**src/rtl/iobr_pkg.sv**
```systemverilog
package iobr_pkg;
  localparam int PA_W    = 29;
  localparam int DEV_W   = 6;
  localparam int SEL_W   = 12;
  localparam logic [SEL_W-1:0] LEGACY_SEL = 12'h800;

  typedef struct packed {
    logic [DEV_W-1:0] dev;
    logic [1:0]       func;
    logic [1:0]       rsel;
  } iobr_cmd_t;

  typedef enum logic [1:0] {
    ST_IDLE  = 2'd0,
    ST_ISSUE = 2'd1,
    ST_WAIT  = 2'd2,
    ST_RESP  = 2'd3
  } iobr_state_e;
endpackage

```
**src/rtl/iobr_decode.sv**
```systemverilog
module iobr_decode
  import iobr_pkg::*;
(
  input  logic [19:0] addr_hi,   // cpu_addr[28:9]
  input  logic [1:0]  addr_rsel, // cpu_addr[2:1]
  output logic        is_io,
  output logic        bus_ok,
  output iobr_cmd_t   cmd
);
  localparam int HI_W = 20;
  always_comb begin
    is_io    = addr_hi[HI_W-1];
    bus_ok   = (addr_hi[HI_W-1 -: SEL_W] == LEGACY_SEL);
    cmd.dev  = addr_hi[HI_W-SEL_W-1 -: DEV_W];
    cmd.func = addr_hi[1:0];
    cmd.rsel = addr_rsel;
  end
endmodule

```
**src/rtl/iobr_timer.sv**
```systemverilog
module iobr_timer #(
  parameter int TMO_W = 8
) (
  input  logic             clk,
  input  logic             rst_n,
  input  logic             clear,
  input  logic             run,
  input  logic [TMO_W-1:0] limit,
  output logic             expired
);
  logic [TMO_W-1:0] cnt;
  logic [TMO_W:0]   next_cnt;
  logic [TMO_W:0]   lim_eff;

  always_comb begin
    next_cnt = {1'b0, cnt} + 1'b1;
    lim_eff  = (limit == '0) ? {{TMO_W{1'b0}}, 1'b1} : {1'b0, limit};
    expired  = run && (next_cnt >= lim_eff);
  end

  always_ff @(posedge clk) begin
    if (!rst_n || clear) cnt <= '0;
    else if (run)        cnt <= next_cnt[TMO_W-1:0];
  end
endmodule

```
**src/rtl/iobr_lane.sv**
```systemverilog
module iobr_lane #(
  parameter int DATA_W = 32,
  parameter int IO_W   = 16
) (
  input  logic [DATA_W-1:0] cpu_wdata,
  input  logic [IO_W-1:0]   io_rdata,
  output logic [IO_W-1:0]   out_word,
  output logic [DATA_W-1:0] in_word
);
  localparam int PAD_W = DATA_W - IO_W;
  always_comb begin
    out_word = cpu_wdata[IO_W-1:0];
    in_word  = {{PAD_W{1'b0}}, io_rdata};
  end
endmodule

```
**src/rtl/iobr_bridge.sv**
```systemverilog
module iobr_bridge
  import iobr_pkg::*;
#(
  parameter int DATA_W = 32,
  parameter int IO_W   = 16,
  parameter int TMO_W  = 8
) (
  input  logic                 clk,
  input  logic                 rst_n,
  input  logic                 cpu_req_valid,
  output logic                 cpu_req_ready,
  input  logic [PA_W-1:0]      cpu_addr,
  input  logic                 cpu_write,
  input  logic [DATA_W-1:0]    cpu_wdata,
  output logic                 cpu_rsp_valid,
  input  logic                 cpu_rsp_ready,
  output logic [DATA_W-1:0]    cpu_rsp_rdata,
  output logic                 cpu_rsp_err,
  output logic                 mem_req_valid,
  input  logic                 mem_req_ready,
  output logic [PA_W-2:0]      mem_addr,
  output logic                 mem_write,
  output logic [DATA_W-1:0]    mem_wdata,
  input  logic [TMO_W-1:0]     timeout_limit,
  output logic                 io_req,
  output logic [DEV_W-1:0]     io_dev,
  output logic [1:0]           io_func,
  output logic [1:0]           io_reg,
  output logic                 io_dir_out,
  output logic [IO_W-1:0]      io_wdata,
  input  logic                 io_ack,
  input  logic [IO_W-1:0]      io_rdata
);
  iobr_state_e       state;
  iobr_cmd_t         dec_cmd, cmd_q;
  logic              dec_io, dec_ok;
  logic              wr_q, err_q;
  logic [IO_W-1:0]   wdata_q, lane_out;
  logic [DATA_W-1:0] rdata_q, lane_in;
  logic              tmo_hit, accept_io;

  iobr_decode u_dec (
    .addr_hi  (cpu_addr[PA_W-1:9]),
    .addr_rsel(cpu_addr[2:1]),
    .is_io    (dec_io),
    .bus_ok   (dec_ok),
    .cmd      (dec_cmd)
  );

  iobr_lane #(.DATA_W(DATA_W), .IO_W(IO_W)) u_lane (
    .cpu_wdata(cpu_wdata),
    .io_rdata (io_rdata),
    .out_word (lane_out),
    .in_word  (lane_in)
  );

  iobr_timer #(.TMO_W(TMO_W)) u_tmo (
    .clk    (clk),
    .rst_n  (rst_n),
    .clear  (state != ST_WAIT),
    .run    ((state == ST_WAIT) && !io_ack),
    .limit  (timeout_limit),
    .expired(tmo_hit)
  );

  always_comb begin
    mem_req_valid = cpu_req_valid && !dec_io;
    mem_addr      = cpu_addr[PA_W-2:0];
    mem_write     = cpu_write;
    mem_wdata     = cpu_wdata;
    cpu_req_ready = dec_io ? (state == ST_IDLE) : mem_req_ready;
    accept_io     = cpu_req_valid && dec_io && (state == ST_IDLE);
    io_req        = (state == ST_ISSUE);
    io_dev        = cmd_q.dev;
    io_func       = cmd_q.func;
    io_reg        = cmd_q.rsel;
    io_dir_out    = wr_q;
    io_wdata      = wdata_q;
    cpu_rsp_valid = (state == ST_RESP);
    cpu_rsp_rdata = rdata_q;
    cpu_rsp_err   = err_q;
  end

  always_ff @(posedge clk) begin
    if (!rst_n) begin
      state   <= ST_IDLE;
      cmd_q   <= '0;
      wr_q    <= 1'b0;
      wdata_q <= '0;
      rdata_q <= '0;
      err_q   <= 1'b0;
    end else begin
      unique case (state)
        ST_IDLE: if (accept_io) begin
          cmd_q   <= dec_cmd;
          wr_q    <= cpu_write;
          wdata_q <= lane_out;
          rdata_q <= '0;
          err_q   <= !dec_ok;
          state   <= dec_ok ? ST_ISSUE : ST_RESP;
        end
        ST_ISSUE: state <= ST_WAIT;
        ST_WAIT: begin
          if (io_ack) begin
            rdata_q <= wr_q ? '0 : lane_in;
            err_q   <= 1'b0;
            state   <= ST_RESP;
          end else if (tmo_hit) begin
            rdata_q <= '0;
            err_q   <= 1'b1;
            state   <= ST_RESP;
          end
        end
        ST_RESP: if (cpu_rsp_ready) state <= ST_IDLE;
        default: state <= ST_IDLE;
      endcase
    end
  end
endmodule

```
**config.mk**
```make
export PLATFORM = sky130hd
export DESIGN_NAME = iobr_bridge
export DESIGN_NICKNAME = d
export VERILOG_FILES = /design/src/rtl/iobr_pkg.sv /design/src/rtl/iobr_decode.sv /design/src/rtl/iobr_timer.sv /design/src/rtl/iobr_lane.sv /design/src/rtl/iobr_bridge.sv
export SDC_FILE = /design/constraint.sdc
export NUM_CORES = 1
export LEC_CHECK = 0
export BUFFER_PORTS_ARGS = -buffer_cell sky130_fd_sc_hd__buf_2
export CAP_MARGIN = 20
export CORE_UTILIZATION = 30
export DETAILED_ROUTE_END_ITERATION = 12
export HOLD_SLACK_MARGIN = 0.03
export SETUP_SLACK_MARGIN = 0.1
export SLEW_MARGIN = 20
export SYNTH_ARGS = -nofsm -noshare
export SYNTH_HDL_FRONTEND = slang
export SYNTH_SLANG_ARGS = --single-unit
```
**constraint.sdc**
```tcl
create_clock -name clk -period 3.75 [get_ports clk]
set_clock_uncertainty 0.05 [all_clocks]
set_input_delay 0.9375 -clock clk [delete_from_list [all_inputs] [get_ports clk]]
set_output_delay 0.9375 -clock clk [all_outputs]
set_load 0.005 [all_outputs]
```
==> impl_metrics.py, run 1 <==
metrics = {
    "cells_and_area": {
        "fillCellCount": 1116,
        "fin_nets": 571,
        "drive_gt1_share_pct": 36.9,
        "area_growth_syn_to_layout_pct": 13.7,
        "final_cell_area_sq_mm": 0.00359,
        "num_antenna_cells": 0,
    },
    "global_routing": {
        "antenna_found_initial": 0,
        "first_global_vias": 2323,
        "grt_max_degree": 49,
        "gr-total-overflow": 0,
        "grt_usage_pct": 12.1,
        "grt_pass1_wl_microns": 10800,
    },
    "power_and_ir_drop": {
        "leakage_nw": 1.70,
        "peakVddDrop_mv": 0.280,
        "power_density_mw_per_mm2": 397,
        "power_mw": 1.43,
    },
    "clocking": {
        "cts-root-buf": "clkbuf_8",
        "cts_tree": "done",
        "clock_sinks": 54,
        "cts.clk_slew.worst_paths_ns": 0.10,
        "htreeDepth": 2,
        "clockBufferDepth": 2,
        "clk_latency_ns": 0.30,
        "cts.repair.resized": 0,
        "cts_buffers": 5,
        "postCtsSetupRepairBufs": 0,
        "hold_buffers": 0,
    },
    "floorplan": {
        "ios": 217,
        "dieArea_sq_mm": 0.0109,
        "row_count": 37,
        "die_x_microns": 105,
        "initial_utilization_pct": 30.7,
        "core-area_sq_mm": 0.0103,
        "die_y_microns": 105,
    },
    "critical_path": {
        "path_max_fanout": 17,
        "cp-start-kind": "flop",
        "end_kind": "flop",
        "crit_type": "reg2reg",
        "cp.required_ns": 3.93,
        "ff2ff_setup_slack_ns": 0.79,
        "worstPathArrival_ns": 3.14,
    },
    "sta": {
        "maxSlewViolCount": 0,
        "relSlewSlack_pct": 33.2,
        "rsz0062_at_grt": "false",
        "setup_viol": 0,
        "fin_crit_ns": 2.96,
        "worst_slack_ns": 0.794,
        "clock.fmax_mhz": 338,
        "holdWs_ns": 0.410,
        "tightest_slew_ns": 1.00,
        "hold_viol": 0,
        "fin_crit_sh_pct": 78.8,
        "setup_tns_ns": 0,
    },
    "placed_design": {
        "portBuffers": 154,
        "dp_worst_setup_slack_ns": 0.387,
        "post_dp_cell_area_sq_mm": 0.00350,
        "gp_congestion": 0.767,
        "hpwl_microns": 5160,
    },
    "synth": {
        "ys_top_cells_by_area": "dfxtp_1 (34%), buf_4 (18%), nand2_1 (12%), a21boi_0 (6.4%), mux2i_1 (6.0%)",
        "synthFlopType": "dfxtp_1",
        "ys_types": 41,
        "ys_async_sr_fraction_pct": 0,
        "ys_ff_latch": 54,
        "synth_top_area_share_pct": 34.2,
        "syn_inst": 381,
        "synth_edf_count": 0,
        "synth_top_cell_by_area": "dfxtp_1",
        "ys_seq_area_share_pct": 34.2,
        "syn_avg_cell_area_sq_um": 8.29,
        "yosysWarnings": 0,
        "syn_area_sq_mm": 0.00316,
    },
    "detailed_routing": {
        "via_per_inst": 4.32,
        "wl_microns": 6690,
        "vias": 2603,
        "drcViolationCount": 0,
        "initialDrtViolationCount": 60,
        "wl_per_cell_microns": 11.1,
        "dr.pass1.iters": 5,
        "ant_nets": 0,
    },
    "status": {
        "status": "complete, no violations",
    },
    "run": {
        "cap_viol_max_count": 0,
    },
    "worst_hold_path": {
        "hp-class": "reg2reg",
    },
}
report_power, final:
group,internal (mW),switching [mW],total (mW)
clock network,0.129,0.187,0.315
registers,0.628,0.0315,0.659
logic,0.198,0.254,0.452
critical path: stages, from the launching register on:
cell and delay, ns:
dfxtp_1 0.43, ha_1 0.24, nand3_2 0.13, or2_2 0.34, xnor2_1 0.13, ha_1 0.29, nand2_1 0.06, o21ai_0 0.21
a21oi_1 0.11, o21ai_4 0.61, mux2i_1 0.26
final timing paths:
path,cells after the start,to,start
hold / removal,2,cpu_rsp_rdata[9]$_SDFFE_PN0P_,cpu_rsp_rdata[9]$_SDFFE_PN0P_
setup reg to reg,10,cpu_rsp_rdata[1]$_SDFFE_PN0P_,u_tmo.cnt[0]$_SDFFE_PP0P_
setup / recovery,10,cpu_rsp_rdata[1]$_SDFFE_PN0P_,u_tmo.cnt[0]$_SDFFE_PP0P_
hold reg to reg,2,cpu_rsp_rdata[9]$_SDFFE_PN0P_,cpu_rsp_rdata[9]$_SDFFE_PN0P_
through the flow:
stage | instances | util [%]
finish | 602 | 35.0
global route | 602 | 35.0
CTS | 602 | 34.9
detailed placement | 595 | 34.1
global placement | 595 | 34.1
floorplan | 396 | -
logic make-up after synthesis:
logic type	after synthesis	synth area share (%)
XOR/XNOR	10	2.77
flip-flops	54	34.2
AND/OR/NAND/NOR	133	18.7
other	1	0.119
buffers and inverters	102	22.1
adder cells (fa/ha/maj)	13	5.15
multiplexers	20	6.38
AO/OA/AOI/OAI	48	10.6
metal layers:
metal  part of all wire (%)  up-vias  GRT usage, %
li1                       -     1309             -
met1                     43     1161          13.9
met2                     49      125          22.2
met3                    7.0        8          2.50
met4                    1.2        0          4.23
met5                      0        -             0
cell usage after synthesis, types with 3 or more instances:
cell,count
xor2_1,3
o21ai_0,4
buf_4,77
clkbuf_1,8
nand2_1,100
buf_2,5
mux2i_1,19
xnor2_1,7
nor2_1,8
o21ai_2,3
a21boi_0,27
nor2b_1,4
dfxtp_1,54
nand3_1,3
inv_1,10
ha_1,13
a21oi_1,8
nor4_1,3
cell usage in the layout (no fill, tap or decap), types with 2 or more instances in the layout:
master	n
conb_1	16
nor2b_1	4
inv_1	10
nor2_1	8
nor4_1	3
and3_1	2
or3_1	2
a21boi_0	27
xnor2_1	7
clkbuf_8	5
dfxtp_1	54
nand3_1	3
ha_1	13
o21ai_0	4
mux2i_1	19
xor2_1	3
o21ai_2	2
a21oi_1	8
nand2_1	100
buf_2	154
layout make-up:
| class | count | area [sq um] | share of cell area [%] |
|---|---|---|---|
| Clock buffer | 6 | 72.6 | 2.02 |
| Clock inverter | 1 | 7.51 | 0.209 |
| Inverter | 10 | 37.5 | 1.04 |
| Multi-Input combinational cell | 240 | 1450 | 40.2 |
| Sequential cell | 54 | 1080 | 30.1 |
| Tap cell | 136 | 170 | 4.74 |
| Timing Repair Buffer | 155 | 778 | 21.7 |
No activity file was read; power rests on OpenSTA's default activity.
==> inputs of run 2 (changes only) <==
--- a/config.mk
+++ b/config.mk
@@ -5,6 +5,7 @@
 export SDC_FILE = /design/constraint.sdc
 export NUM_CORES = 1
 export LEC_CHECK = 0
+export ABC_AREA = 1
 export BUFFER_PORTS_ARGS = -buffer_cell sky130_fd_sc_hd__buf_2
 export CAP_MARGIN = 20
 export CORE_UTILIZATION = 30
==> constraint.sdc (replaced) <==
create_clock -name clk -period 3 [get_ports clk]
set_clock_uncertainty 0.05 [all_clocks]
set_input_delay 0.75 -clock clk [delete_from_list [all_inputs] [get_ports clk]]
set_output_delay 0.75 -clock clk [all_outputs]
set_load 0.005 [all_outputs]
==> run 2 against run 1 <==
- first-iteration DRC count rose by 25%
- non-clock buffer count grew 3
- critical path type unchanged
- clock-buffer cell count is 1 higher
- combinational power is 67% higher
- cell count is 6.5% higher
- utilization increased by 1.1 points
- clock power increased by 38%
- critical endpoint is now state[1]$_SDFFE_PN0P_
- maximum frequency rose by 22%
- final area decreased by 0.17%
- area after synthesis fell by 0.71%
==> impl_metrics.py, run 2 <==
metrics = {
    "critical_path": {
        "cp_common_cell": "nand2_1",
        "cpPeakStageDelay_ns": 0.42,
        "cp.required_ns": 3.20,
        "end_kind": "flop",
        "critPathSlowestCell": "dfxtp_1",
        "path_cells": "ha_1, nand3_2, xor2_1, ha_1, nand2_1, nor2_1, nand2_1, nand3_1, nand2_1, nand2_1, nand2_1, nand2_2, buf_4, nand3_2, nand2_1, nand2_1, nor2_1",
        "crit_type": "reg2reg",
        "crit_family": "simple AND/OR/NAND/NOR gates",
        "cp-start-kind": "flop",
        "critPathBufInv": 1,
        "path_max_fanout": 19,
        "worstPathArrival_ns": 2.62,
    },
    "sta": {
        "clock.fmax_mhz": 413,
        "setup_tns_ns": 0,
        "setup_viol": 0,
        "fin_crit_sh_pct": 80.7,
        "fin_crit_ns": 2.42,
        "tightest_slew_ns": 0.652,
        "relSlewSlack_pct": 56.5,
        "rsz0062_at_grt": "false",
        "maxSlewViolCount": 0,
        "hold_viol": 0,
    },
    "clocking": {
        "cts_tree": "done",
        "cts.repair.resized": 0,
        "clk_latency_ns": 0.30,
        "cts-root-buf": "clkbuf_8",
        "cts_buffers": 5,
        "clockBufferDepth": 2,
        "clock_sinks": 54,
        "hold_buffers": 0,
        "htreeDepth": 2,
        "postCtsSetupRepairBufs": 0,
        "cts.clk_slew.worst_paths_ns": 0.10,
    },
    "synth": {
        "yosysMostFrequentCell": "buf_4",
        "ys_top_cells_by_area": "dfxtp_1 (34%), buf_4 (19%), a21oi_1 (8.3%), inv_1 (6.9%), nand2_1 (6.5%)",
        "synth_top_cell_by_area": "dfxtp_1",
        "synth_top_area_share_pct": 34.5,
        "ys_types": 29,
        "synth_edf_count": 0,
        "syn_inst": 419,
        "ys_seq_area_share_pct": 34.5,
        "ys_ff_latch": 54,
        "yosys-top-cells-count": "buf_4 (79), inv_1 (58), dfxtp_1 (54), nand2_1 (54), a21oi_1 (52)",
        "yosysWarnings": 0,
        "syn_area_sq_mm": 0.00314,
        "syn_avg_cell_area_sq_um": 7.49,
        "ys_async_sr_fraction_pct": 0,
        "synthFlopType": "dfxtp_1",
    },
    "global_routing": {
        "grtUsageMet2_pct": 24.0,
        "first_global_vias": 2566,
        "met3_usage_pct": 4.20,
        "grt_usage_pct": 13.6,
        "gr-total-overflow": 0,
        "gr-usage-met1_pct": 15.4,
        "grt_pass1_wl_microns": 12000,
        "gr-max-usage-layer": "met2",
        "antenna_found_initial": 1,
        "grt_max_degree": 37,
    },
    "cells_and_area": {
        "fillCellCount": 1097,
        "drive_gt1_share_pct": 34.1,
        "fin_nets": 612,
        "num_antenna_cells": 0,
        "layout_commonest_cell": "buf_2",
        "final_core_util_pct": 36.0,
        "mostFrequentLayoutCells": "buf_2 (154), inv_1 (58), nand2_1 (54), dfxtp_1 (54), a21oi_1 (52)",
        "area_growth_syn_to_layout_pct": 14.3,
    },
    "detailed_routing": {
        "wl_per_cell_microns": 11.5,
        "ant_nets": 0,
        "initialDrtViolationCount": 75,
        "via_per_inst": 4.38,
        "vias": 2806,
        "drcViolationCount": 0,
        "wl_microns": 7390,
        "dr.pass1.iters": 4,
    },
    "power_and_ir_drop": {
        "p_comb_share_pct": 36.0,
        "clock_power_share_pct": 20.7,
        "leakage_nw": 1.85,
        "p_int_mw": 1.32,
        "p_sw_share_pct": 37.0,
        "power_mw": 2.10,
        "seqPwrFrac_pct": 43.3,
        "power_density_mw_per_mm2": 584,
        "p_switching_uw": 775,
        "peakVddDrop_mv": 0.230,
    },
    "placed_design": {
        "hpwl_microns": 5770,
        "portBuffers": 154,
        "gp_congestion": 0.776,
    },
    "worst_hold_path": {
        "hp-class": "reg2reg",
    },
    "floorplan": {
        "die_x_microns": 104,
        "core-area_sq_mm": 0.00995,
        "die_y_microns": 104,
        "ios": 217,
        "dieArea_sq_mm": 0.0109,
        "row_count": 36,
        "initial_utilization_pct": 31.5,
    },
    "status": {
        "status": "complete, no violations",
    },
    "run": {
        "cap_viol_max_count": 0,
    },
}
## run 2: cells by family (layout without fill, tap and decap cells)
family | Yosys count | count (layout) | share of synthesized area (%)
AND/OR/NAND/NOR | 104 | 104 | 15.5
buffers and inverters | 151 | 225 | 28.6
AO/OA/AOI/OAI | 91 | 91 | 14.8
flip-flops | 54 | 54 | 34.5
XOR/XNOR | 5 | 5 | 1.40
adder cells (fa/ha/maj) | 13 | 13 | 5.19
other | 1 | 16 | 0.120
## run 2: path summary, 6_finish.rpt
| check | slack (ns) | end | startpoint | cells past startpoint |
|---|---|---|---|---|
| max reg2reg | 0.58 | state[1]$_SDFFE_PN0P_ | u_tmo.cnt[0]$_SDFFE_PP0P_ | 17 |
| min | 0.40 | io_wdata[4]$_SDFFE_PN0P_ | io_wdata[4]$_SDFFE_PN0P_ | 2 |
| max | 0.58 | state[1]$_SDFFE_PN0P_ | u_tmo.cnt[0]$_SDFFE_PP0P_ | 17 |
| min reg2reg | 0.40 | io_wdata[4]$_SDFFE_PN0P_ | io_wdata[4]$_SDFFE_PN0P_ | 2 |
## run 2: final cells by class
cell class | instances | area (sq um) | share of cell area [%]
multi-input cells | 229 | 1220 | 34.1
flip-flops and latches | 54 | 1080 | 30.1
repair buffers | 158 | 801 | 22.3
inverters | 59 | 221 | 6.18
well taps | 133 | 166 | 4.64
clock buffers | 7 | 86.3 | 2.41
clock inverters | 1 | 8.76 | 0.244
## run 2: per-layer routing
layer / vias to the layer above / share of wire (%)
met3: 14 / 8.2
li1: 1412 / -
met2: 126 / 47
met5: - / 0.23
met1: 1252 / 43
met4: 2 / 1.5
## run 2: power groups by stage
| stage | registers (mW) | clock network [mW] | logic [mW] |
|---|---|---|---|
| after floorplan | 0.924 | 0 | 0.569 |
| after global placement | 0.921 | 0 | 0.742 |
| after detailed placement | 0.921 | 0 | 0.764 |
| after CTS | 0.908 | 0.462 | 0.765 |
| after global routing | 0.923 | 0.488 | 0.865 |
| final | 0.908 | 0.435 | 0.754 |
## run 2: worst reg2reg max path, cell delays in order, from the launching register on
cell and delay, ns:
dfxtp_1 0.42, ha_1 0.23, nand3_2 0.12, xor2_1 0.18, ha_1 0.30, nand2_1 0.07, nor2_1 0.10, nand2_1 0.06
nand3_1 0.06, nand2_1 0.05, nand2_1 0.06, nand2_1 0.06, nand2_2 0.07, buf_4 0.23, nand3_2 0.12, nand2_1 0.08
nand2_1 0.05, nor2_1 0.09
## run 2: stage by stage
stage                     setup slack, ns  hold WS, ns  std cells  instance area (sq um)
after CTS                           0.559        0.403        641                   3590
after global routing                0.339        0.417        641                   3590
after floorplan                     0.652        0.390        434                   3190
after global placement              0.384        0.379        633                   3490
after detailed placement            0.324        0.386        633                   3490
final                               0.580        0.400        641                   3590
==> inputs of run 3 (changes only) <==
--- a/config.mk
+++ b/config.mk
@@ -5,7 +5,7 @@
 export SDC_FILE = /design/constraint.sdc
 export NUM_CORES = 1
 export LEC_CHECK = 0
-export ABC_AREA = 1
+export ABC_AREA = 0
 export BUFFER_PORTS_ARGS = -buffer_cell sky130_fd_sc_hd__buf_2
 export CAP_MARGIN = 20
 export CORE_UTILIZATION = 30
==> constraint.sdc (replaced) <==
create_clock -name clk -period 2 [get_ports clk]
set_clock_uncertainty 0.05 [all_clocks]
set_input_delay 0.5 -clock clk [delete_from_list [all_inputs] [get_ports clk]]
set_output_delay 0.5 -clock clk [all_outputs]
set_load 0.005 [all_outputs]
==> run 3 against run 2 <==
- the flow now finishes with violations (negative setup slack)
- sequential power grew 35%
- highest routed layer is now met4
- hold slack lost 0.026 ns
- largest cell class unchanged
- non-clock buffer count grew 22
- combinational power grew 53%
- setup slack lost 0.86 ns
- maximum frequency grew 6.1%
- critical path depth shrank 5
- first-iteration DRC count shrank 32%
==> impl_metrics.py, run 3 (synthesis results as in run 1) <==
metrics = {
    "status": {
        "status": "complete, but fails checks",
        "violations": "negative setup slack",
    },
    "detailed_routing": {
        "initialDrtViolationCount": 51,
        "via_per_inst": 4.32,
        "wl_per_cell_microns": 11.9,
        "ant_nets": 0,
        "dr.pass1.iters": 3,
        "vias": 2715,
        "wl_microns": 7500,
        "drcViolationCount": 0,
    },
    "floorplan": {
        "ios": 217,
        "core-area_sq_mm": 0.0103,
        "dieArea_sq_mm": 0.0109,
        "row_count": 37,
        "die_x_microns": 105,
        "initial_utilization_pct": 30.7,
        "die_y_microns": 105,
    },
    "worst_hold_path": {
        "hold_path_depth": 3,
        "hp-start": "io_rdata[2]",
        "hp-class": "in2reg",
        "holdPathEnd": "cpu_rsp_rdata[2]$_SDFFE_PN0P_",
    },
    "clocking": {
        "htreeDepth": 2,
        "hold_buffers": 0,
        "clock_sinks": 54,
        "clockBufferDepth": 2,
        "cts-root-buf": "clkbuf_8",
        "cts.clk_slew.worst_paths_ns": 0.10,
        "cts_tree": "done",
        "clk_latency_ns": 0.30,
        "cts_buffers": 5,
    },
    "cells_and_area": {
        "stdcell_count": 628,
        "num_antenna_cells": 0,
        "final_cell_area_sq_mm": 0.00397,
        "drive_gt1_share_pct": 45.1,
        "area_growth_syn_to_layout_pct": 25.5,
        "multi_input_area_sq_mm": 0.00153,
        "fin_nets": 596,
        "mostFrequentLayoutCells": "buf_2 (154), nand2_1 (99), dfxtp_1 (47), a21boi_0 (27), buf_4 (21)",
        "final_core_util_pct": 38.6,
        "seq_area_sq_mm": 0.00109,
        "layout_commonest_cell": "buf_2",
        "fillCellCount": 1086,
    },
    "global_routing": {
        "antenna_found_initial": 0,
        "grt_pass1_wl_microns": 11700,
        "grt_max_degree": 49,
        "first_global_vias": 2475,
        "gr-total-overflow": 0,
        "grt_usage_pct": 13.2,
    },
    "sta": {
        "setup_tns_ns": -4.87,
        "holdWs_ns": 0.373,
        "rsz0062_at_grt": "true",
        "fin_crit_ns": 2.28,
        "setup_viol": 19,
        "maxSlewViolCount": 0,
        "worst_slack_ns": -0.280,
        "hold_viol": 0,
        "clock.fmax_mhz": 439,
        "fin_crit_sh_pct": 114,
    },
    "critical_path": {
        "crit_type": "reg2reg",
        "cp.required_ns": 2.19,
        "cp-start-kind": "flop",
        "end_kind": "flop",
        "path_max_fanout": 8,
        "ff2ff_setup_slack_ns": -0.28,
        "r2r_end": "cpu_rsp_err$_SDFFE_PN0P_",
        "r2r_start": "u_tmo.cnt[0]$_SDFFE_PP0P_",
        "r2r_cells": 12,
        "worstPathArrival_ns": 2.47,
    },
    "placed_design": {
        "place_inst": 614,
        "post_dp_cell_area_sq_mm": 0.00370,
        "portBuffers": 154,
        "dp_worst_setup_slack_ns": -0.301,
        "hpwl_microns": 5500,
        "gp_congestion": 0.796,
    },
    "power_and_ir_drop": {
        "peakVddDrop_mv": 0.379,
        "leakage_nw": 1.88,
        "power_mw": 3.06,
        "power_density_mw_per_mm2": 771,
    },
    "run": {
        "cap_viol_max_count": 0,
    },
}
-- run 3: what timing repair did --
item,4_1_cts,5_1_grt
endpoints found under the setup margin,20,20
buffers inserted,3,2
hold endpoints to repair,0,0
gates cloned,0,2
pin swaps,4,10
gates resized for setup,10,13
-- run 3: layout make-up --
cell class / count / area share (%)
clock inverter: 1 / 0.221
multi-input combinational: 240 / 38.5
inverter: 10 / 0.947
clock buffer: 7 / 2.43
timing repair buffer: 180 / 26.0
sequential: 54 / 27.6
tap: 136 / 4.29
-- run 3: metal layers --
metal,routed length (microns),up-vias,global-route usage [%],share of wire [%]
li1,-,1361,-,-
met4,84,0,4.12,1.1
met5,0,-,0,0
met1,3260,1221,15.3,43
met3,550,12,2.99,7.3
met2,3610,121,24.0,48
-- run 3: critical path, cell delays in order, from the launching register on --
cell and delay [ns]:
dfxtp_4 0.37, ha_4 0.14, nand3_4 0.06, or2_4 0.25
xnor2_2 0.13, ha_1 0.32, nand2_2 0.07, o21ai_2 0.16
a21oi_2 0.05, o21ai_2 0.14, buf_6 0.15, clkbuf_16 0.16
mux2i_1 0.17
-- run 3: power by group --
part | switching (mW) | internal (mW)
clock network | 0.352 | 0.318
registers | 0.0540 | 1.18
logic | 0.570 | 0.582
-- run 3: worst max path at each step --
stage	to	from	cells past startpoint	slack (ns)
2_1_floorplan	cpu_rsp_err$_SDFFE_PN0P_	u_tmo.cnt[1]$_SDFFE_PP0P_	12	-0.21
3_3_place_gp	cpu_rsp_rdata[5]$_SDFFE_PN0P_	timeout_limit[5]	10	-0.24
3_5_place_dp	cpu_rsp_rdata[9]$_SDFFE_PN0P_	timeout_limit[5]	10	-0.30
4_1_cts	cpu_rsp_rdata[9]$_SDFFE_PN0P_	u_tmo.cnt[0]$_SDFFE_PP0P_	11	-0.28
5_1_grt	cpu_rsp_err$_SDFFE_PN0P_	u_tmo.cnt[0]$_SDFFE_PP0P_	12	-0.39
6_report	cpu_rsp_err$_SDFFE_PN0P_	u_tmo.cnt[0]$_SDFFE_PP0P_	12	-0.28
